===== config.mk =====
export PLATFORM = sky130hd
export DESIGN_NAME = lcd_col_scan
export DESIGN_NICKNAME = d
export VERILOG_FILES = /design/src/rtl/lcd_scan_pkg.sv /design/src/rtl/lcd_edge_sync.sv /design/src/rtl/lcd_line_ctr.sv /design/src/rtl/lcd_col_latch.sv /design/src/rtl/lcd_level_enc.sv /design/src/rtl/lcd_col_scan.sv
export SDC_FILE = /design/constraint.sdc
export NUM_CORES = 1
export LEC_CHECK = 0
export BUFFER_PORTS_ARGS = -buffer_cell sky130_fd_sc_hd__buf_2
export CAP_MARGIN = 20
export CELL_PAD_IN_SITES_DETAIL_PLACEMENT = 1
export CELL_PAD_IN_SITES_GLOBAL_PLACEMENT = 2
export CORE_ASPECT_RATIO = 1.1
export CORE_MARGIN = 2
export CORE_UTILIZATION = 25
export CTS_CLUSTER_DIAMETER = 80
export DETAILED_ROUTE_END_ITERATION = 10
export PLACE_DENSITY_LB_ADDON = 0.25
export SLEW_MARGIN = 20
export SYNTH_ARGS = -nofsm -noshare
export SYNTH_HDL_FRONTEND = slang
export SYNTH_SLANG_ARGS = --single-unit

===== constraint.sdc =====
create_clock -name clk -period 1.9 [get_ports clk]
set_input_delay 0.285 -clock clk [delete_from_list [all_inputs] [get_ports clk]]
set_output_delay 0.285 -clock clk [all_outputs]
set_load 0.005 [all_outputs]

===== src/rtl/lcd_scan_pkg.sv =====
`timescale 1ns/1ps
package lcd_scan_pkg;

  typedef enum logic [1:0] {
    LVL_SEL_POS  = 2'b00,
    LVL_NSEL_POS = 2'b01,
    LVL_SEL_NEG  = 2'b10,
    LVL_NSEL_NEG = 2'b11
  } drv_lvl_e;

  // Bit 1 follows inversion, bit 0 is set for non-select.
  function automatic drv_lvl_e enc_level(input logic px, input logic m, input logic on);
    return drv_lvl_e'({m, ~(px & on)});
  endfunction

endpackage


===== src/rtl/lcd_edge_sync.sv =====
`timescale 1ns/1ps
module lcd_edge_sync #(
  parameter int STAGES = 2
) (
  input  logic clk,
  input  logic rst_n,
  input  logic async_in,
  output logic rise
);
  logic [STAGES:0] shreg;

  always_ff @(posedge clk or negedge rst_n) begin
    if (!rst_n) shreg <= '0;
    else        shreg <= {shreg[STAGES-1:0], async_in};
  end

  assign rise = shreg[STAGES-1] & ~shreg[STAGES];


  rise_single_chk: assert property (@(posedge clk) disable iff (!rst_n)
    rise |=> !rise);

endmodule


===== src/rtl/lcd_line_ctr.sv =====
`timescale 1ns/1ps
module lcd_line_ctr #(
  parameter int LINE_W = 6
) (
  input  logic              clk,
  input  logic              rst_n,
  input  logic              pm_rise,
  input  logic              cl_rise,
  input  logic [LINE_W-1:0] start_line,
  output logic [LINE_W-1:0] rd_line
);
  localparam logic [LINE_W-1:0] LAST_LINE = '1;

  logic [LINE_W-1:0] cnt;

  function automatic logic [LINE_W-1:0] next_line(input logic [LINE_W-1:0] cur);
    return (cur == LAST_LINE) ? '0 : cur + 1'b1;
  endfunction

  assign rd_line = pm_rise ? start_line : cnt;

  always_ff @(posedge clk or negedge rst_n) begin
    if (!rst_n)       cnt <= '0;
    else if (cl_rise) cnt <= next_line(rd_line);
    else if (pm_rise) cnt <= start_line;
  end


  pm_preset_chk: assert property (@(posedge clk) disable iff (!rst_n)
    (pm_rise && !cl_rise) |=> (cnt == $past(start_line)));

  wrap_chk: assert property (@(posedge clk) disable iff (!rst_n)
    (cl_rise && !pm_rise && cnt == LAST_LINE) |=> (cnt == '0));

  idle_hold_chk: assert property (@(posedge clk) disable iff (!rst_n)
    (!cl_rise && !pm_rise) |=> $stable(cnt));

  both_edge_chk: assert property (@(posedge clk) disable iff (!rst_n)
    (cl_rise && pm_rise) |=> (cnt == LINE_W'($past(start_line) + 1'b1)));

endmodule


===== src/rtl/lcd_col_latch.sv =====
`timescale 1ns/1ps
module lcd_col_latch #(
  parameter int NUM_COLS = 80
) (
  input  logic                clk,
  input  logic                rst_n,
  input  logic                load,
  input  logic [NUM_COLS-1:0] din,
  output logic [NUM_COLS-1:0] dout
);
  always_ff @(posedge clk or negedge rst_n) begin
    if (!rst_n)    dout <= '0;
    else if (load) dout <= din;
  end


  latch_load_chk: assert property (@(posedge clk) disable iff (!rst_n)
    load |=> (dout == $past(din)));

  latch_hold_chk: assert property (@(posedge clk) disable iff (!rst_n)
    !load |=> $stable(dout));

endmodule


===== src/rtl/lcd_level_enc.sv =====
`timescale 1ns/1ps
module lcd_level_enc
  import lcd_scan_pkg::*;
#(
  parameter int NUM_COLS = 80
) (
  input  logic [NUM_COLS-1:0]   pix,
  input  logic                  m,
  input  logic                  disp_on,
  output logic [2*NUM_COLS-1:0] codes
);
  for (genvar c = 0; c < NUM_COLS; c++) begin : g_col
    drv_lvl_e lvl;
    assign lvl = enc_level(pix[c], m, disp_on);
    assign codes[2*c +: 2] = lvl;
  end

endmodule


===== src/rtl/lcd_col_scan.sv =====
`timescale 1ns/1ps
module lcd_col_scan #(
  parameter int NUM_COLS    = 80,
  parameter int LINE_W      = 6,
  parameter int SYNC_STAGES = 2
) (
  input  logic                  clk,
  input  logic                  rst_n,
  input  logic                  cl_in,
  input  logic                  pm_in,
  input  logic [LINE_W-1:0]     start_line,
  input  logic                  disp_on,
  input  logic                  m_in,
  output logic                  ram_rd_en,
  output logic [LINE_W-1:0]     ram_rd_addr,
  input  logic [NUM_COLS-1:0]   ram_rd_data,
  output logic [2*NUM_COLS-1:0] seg_code
);
  localparam int CODE_W = 2 * NUM_COLS;

  logic                cl_rise;
  logic                pm_rise;
  logic                rd_pend;
  logic [NUM_COLS-1:0] col_bits;
  logic [CODE_W-1:0]   nsel_mask;

  lcd_edge_sync #(.STAGES(SYNC_STAGES)) u_cl_sync (
    .clk(clk), .rst_n(rst_n), .async_in(cl_in), .rise(cl_rise));

  lcd_edge_sync #(.STAGES(SYNC_STAGES)) u_pm_sync (
    .clk(clk), .rst_n(rst_n), .async_in(pm_in), .rise(pm_rise));

  lcd_line_ctr #(.LINE_W(LINE_W)) u_line (
    .clk(clk), .rst_n(rst_n), .pm_rise(pm_rise), .cl_rise(cl_rise),
    .start_line(start_line), .rd_line(ram_rd_addr));

  assign ram_rd_en = cl_rise;

  always_ff @(posedge clk or negedge rst_n) begin
    if (!rst_n) rd_pend <= 1'b0;
    else        rd_pend <= cl_rise;
  end

  lcd_col_latch #(.NUM_COLS(NUM_COLS)) u_latch (
    .clk(clk), .rst_n(rst_n), .load(rd_pend), .din(ram_rd_data), .dout(col_bits));

  lcd_level_enc #(.NUM_COLS(NUM_COLS)) u_enc (
    .pix(col_bits), .m(m_in), .disp_on(disp_on), .codes(seg_code));

  for (genvar k = 0; k < NUM_COLS; k++) begin : g_mask
    assign nsel_mask[2*k +: 2] = 2'b01;
  end


  rd_pulse_chk: assert property (@(posedge clk) disable iff (!rst_n)
    ram_rd_en |=> !ram_rd_en);

  blank_chk: assert property (@(posedge clk) disable iff (!rst_n)
    !disp_on |-> ((seg_code & nsel_mask) == nsel_mask));

  inv_follow_chk: assert property (@(posedge clk) disable iff (!rst_n)
    seg_code[1] == m_in);

endmodule


==> results.md <==
* Share of the synthesized area in the top cell type at 52.1%
* Max H-tree Level at 3
* Crit share post-route at 93.2%
* Pleak at 2.49 nW
* # nets final at 577
* Max capacitance violation total at 0
* Critical Path Max Stage Delay at 0.42 ns
* Actual slew at the worst max-slew pin at 0.533 ns
* Via count normalized by instance count at 4.14
* Number of setup buffers added after CTS at 0
* Skew-Pair Late Insertion Delay at 0.35 ns
* Most frequently used cell type in the post-synthesis netlist: dfrtp_1
* Ranking of synthesized cells by instance count: dfrtp_1 (93), mux2_2 (84), nand2_1 (84)
* Master of the slowest instance on the critical path: dfrtp_1
* Buffers from clock root to sink, at most at 2
* Row cnt at 51
* Crit path time final at 1.77 ns
* Hold Path Depth at 1
* Library cell used as clock root buffer: clkbuf_16
* CTS sink count at 93
* Final worst clock skew at 0.00396 ns
* Endpoints failing hold at 0
* Type of the worst setup path: reg2out
* Proportion of power drawn by the clock network at 34.4%
* Detailed Route WL at 11200 um
* Routed vias at 3013
* Total DRC errors in the routed layout at 0
* Number of I/O port buffers at 177
* Relative contribution of sequential cells to total power at 46.8%
* Worst slew margin relative to its limit at 64.5%
* Footprint of the flip-flops and latches at 2330 sq um
* Initial DRC count at 58
* Cell type contributing the most total cell area after synthesis: dfrtp_1
* Synth async-reset ratio at 100%
* Count of flip-flops with a built-in enable after synthesis at 0
* I/O pin cnt at 259
* Total clock buffers created by CTS at 9
* Switching part of the total at 26.3%
* Total negative setup slack at 0 ns
* Post-detailed-route count of antenna-violating nets at 0
* Fin. max-slew vios at 0
* Maximum number of pins on one net before global-route repair at 94
* Clock tree from TritonCTS: yes
* Number of filler instances in the final layout at 2054
* Maximum resistive drop on vdd at 0.381 mV
* First-pass GRT wire length at 18100 um
* Die Y-Extent at 144 um
* Core utilization of the finished layout at 30.6%
* Cell-internal power at 3.84 mW
* Total area of multi-input combinational cells at 1460 sq um
* Post-synth net total at 480
* Post-synthesis area per instance at 11.5 sq um
* Synth top area cells: dfrtp_1 (52%), mux2_2 (21%), buf_4 (13%), nand2_1 (7.1%), clkbuf_1 (1.5%)
* Combinational share of power at 18.7%
* Pwr/cell area at 967 nW/um^2
* Share of layout cells above drive strength 1 at 58.8%
* Post-synthesis instance total at 387
* Sequential area share after synthesis at 52.1%
* Floorplan die width at 131 um
* First drt pass iteration count at 4
* Yosys warnings at 0
* Initial antenna violation count at 2
* Synth-to-layout area growth at 20.7%
* Unrepaired setup endpoints after global routing: no
* Drt wl/cell at 15.4 um
* Result of the run: finished, final reports clean
* FF-to-FF path depth at 7
* Endpoint arrival time on the critical path at 1.49 ns
* Starting utilization of the core area at 25.4%
* Vias in the first global route at 3334
* GRT Util Overall at 12.3%
* Highest fanout seen on the critical path at 8
* CP Launch Type: register
* Most used flip-flop cell after synthesis: dfrtp_1
* Estimated wirelength of the detail-placed design at 8010 um
* Flop and latch count out of synthesis at 93
* Required time of the critical path at 1.62 ns
* Highest attainable clock frequency at 564 MHz
* Worst Hold Class: in2reg
* Cell Area, Synth at 4470 sq um
* Core Footprint at 17600 sq um
* Gr ovfl total at 0
* Power dissipated by switching net loads at 1.37 mW
* Distinct cell type count after synthesis at 27
* Clock-pin transition on the worst setup and hold timing paths at 0.07 ns
* Placer's final routability congestion estimate at 0.725
* # setup viols final at 0
* Kind of capture point of the worst setup path: output port
* Ordered list of cells on the worst path: nand2b_4 -> mux2_2 -> buf_2
* Die Outline Area at 19000 sq um
flip-flops by register name, indices dropped and copies added (netlist names):
| signal | count |
|---|---|
| u_cl_sync.shreg | 3 |
| u_line.cnt | 6 |
| rd_pend | 1 |
| u_latch.dout | 80 |
| u_pm_sync.shreg | 3 |
worst paths after layout:
check	from	slack (ns)	to
max	u_pm_sync.shreg[1]$_DFF_PN0_	0.13	ram_rd_addr[0]
min	pm_in	0.04	u_pm_sync.shreg[0]$_DFF_PN0_
max reg2reg	u_pm_sync.shreg[1]$_DFF_PN0_	0.17	u_line.cnt[3]$_DFF_PN0_
min reg2reg	u_cl_sync.shreg[0]$_DFF_PN0_	0.35	u_cl_sync.shreg[1]$_DFF_PN0_
max in group asynchronous	rst_n	0.92	rd_pend$_DFF_PN0_
min in group asynchronous	rst_n	0.50	u_latch.dout[66]$_DFFE_PN0P_
layout by cell type (no fill, tap or decap), types with 2 or more instances in the layout:
cell | synthesis | final
buf_12 | 0 | 4
xor2_1 | 2 | 2
nand3_1 | 2 | 2
mux2i_4 | 1 | 2
inv_1 | 3 | 3
nor3_1 | 2 | 2
clkbuf_16 | 0 | 9
mux2_2 | 84 | 84
clkinv_2 | 0 | 2
buf_4 | 80 | 4
buf_2 | 0 | 176
dfrtp_1 | 93 | 92
clkbuf_1 | 18 | 2
nand2_1 | 84 | 84
metrics by stage:
step / hold slack [ns] / area (sq um) / power [mW] / setup slack [ns] / std cells
2_1_floorplan: -0.0106 / 4470 / 3.09 / 0.184 / 387
3_3_place_gp: 0.333 / 5090 / 3.43 / 0.268 / 711
3_5_place_dp: 0.337 / 5090 / 3.47 / 0.223 / 711
4_1_cts: 0.0193 / 5390 / 5.33 / 0.0101 / 727
5_1_grt: 0.0252 / 5390 / 5.55 / 0.0493 / 727
6_report: 0.0403 / 5390 / 5.21 / 0.128 / 727
worst max-delay path, delay by kind of cell (launching register included):
family                 cells  cell delay, ns
buffers and inverters      1            0.14
DFF                        1            0.42
and+or+nand+nor            1            0.18
muxes                      1            0.39
per-layer routing:
layer | global-route usage [%] | up-vias | wire (um)
met2 | 21.2 | 120 | 5660
met5 | 0 | - | 13
met1 | 13.4 | 1500 | 4230
li1 | - | 1375 | -
met3 | 5.33 | 16 | 1080
met4 | 4.81 | 2 | 205
layout make-up:
| type | count | share of cell area, % |
|---|---|---|
| inverter | 4 | 0.278 |
| timing repair buffer | 185 | 18.6 |
| tap | 238 | 5.52 |
| antenna | 1 | 0.0464 |
| clock buffer | 11 | 4.32 |
| multi-input combinational | 191 | 27.1 |
| sequential | 93 | 43.2 |
| clock inverter | 4 | 0.905 |
repair_timing:
item | CTS | global route
endpoints found under the hold margin | 3 | 0
endpoints found under the setup margin | 1 | 3
resized for setup | 1 | 2
hold buffers | 1 | 0
power by group through the flow:
stage / sequential (mW) / combinational, mW / clock (mW)
floorplan: 2.42 / 0.672 / 0
global placement: 2.46 / 0.973 / 0
detailed placement: 2.48 / 0.992 / 0
CTS: 2.44 / 0.999 / 1.89
global route: 2.49 / 1.10 / 1.97
finish: 2.44 / 0.977 / 1.79
cell families after synthesis:
family	after synthesis	share of synthesized area (%)
and+or+nand+nor	95	8.73
DFF	93	52.1
adders and majority gates	1	0.280
xor gates and xnor gates	3	0.588
buffers and inverters	103	15.5
muxes	87	22.1
AOI/OAI and AO/OA	5	0.672
No activity file was read; power rests on OpenSTA's default activity.
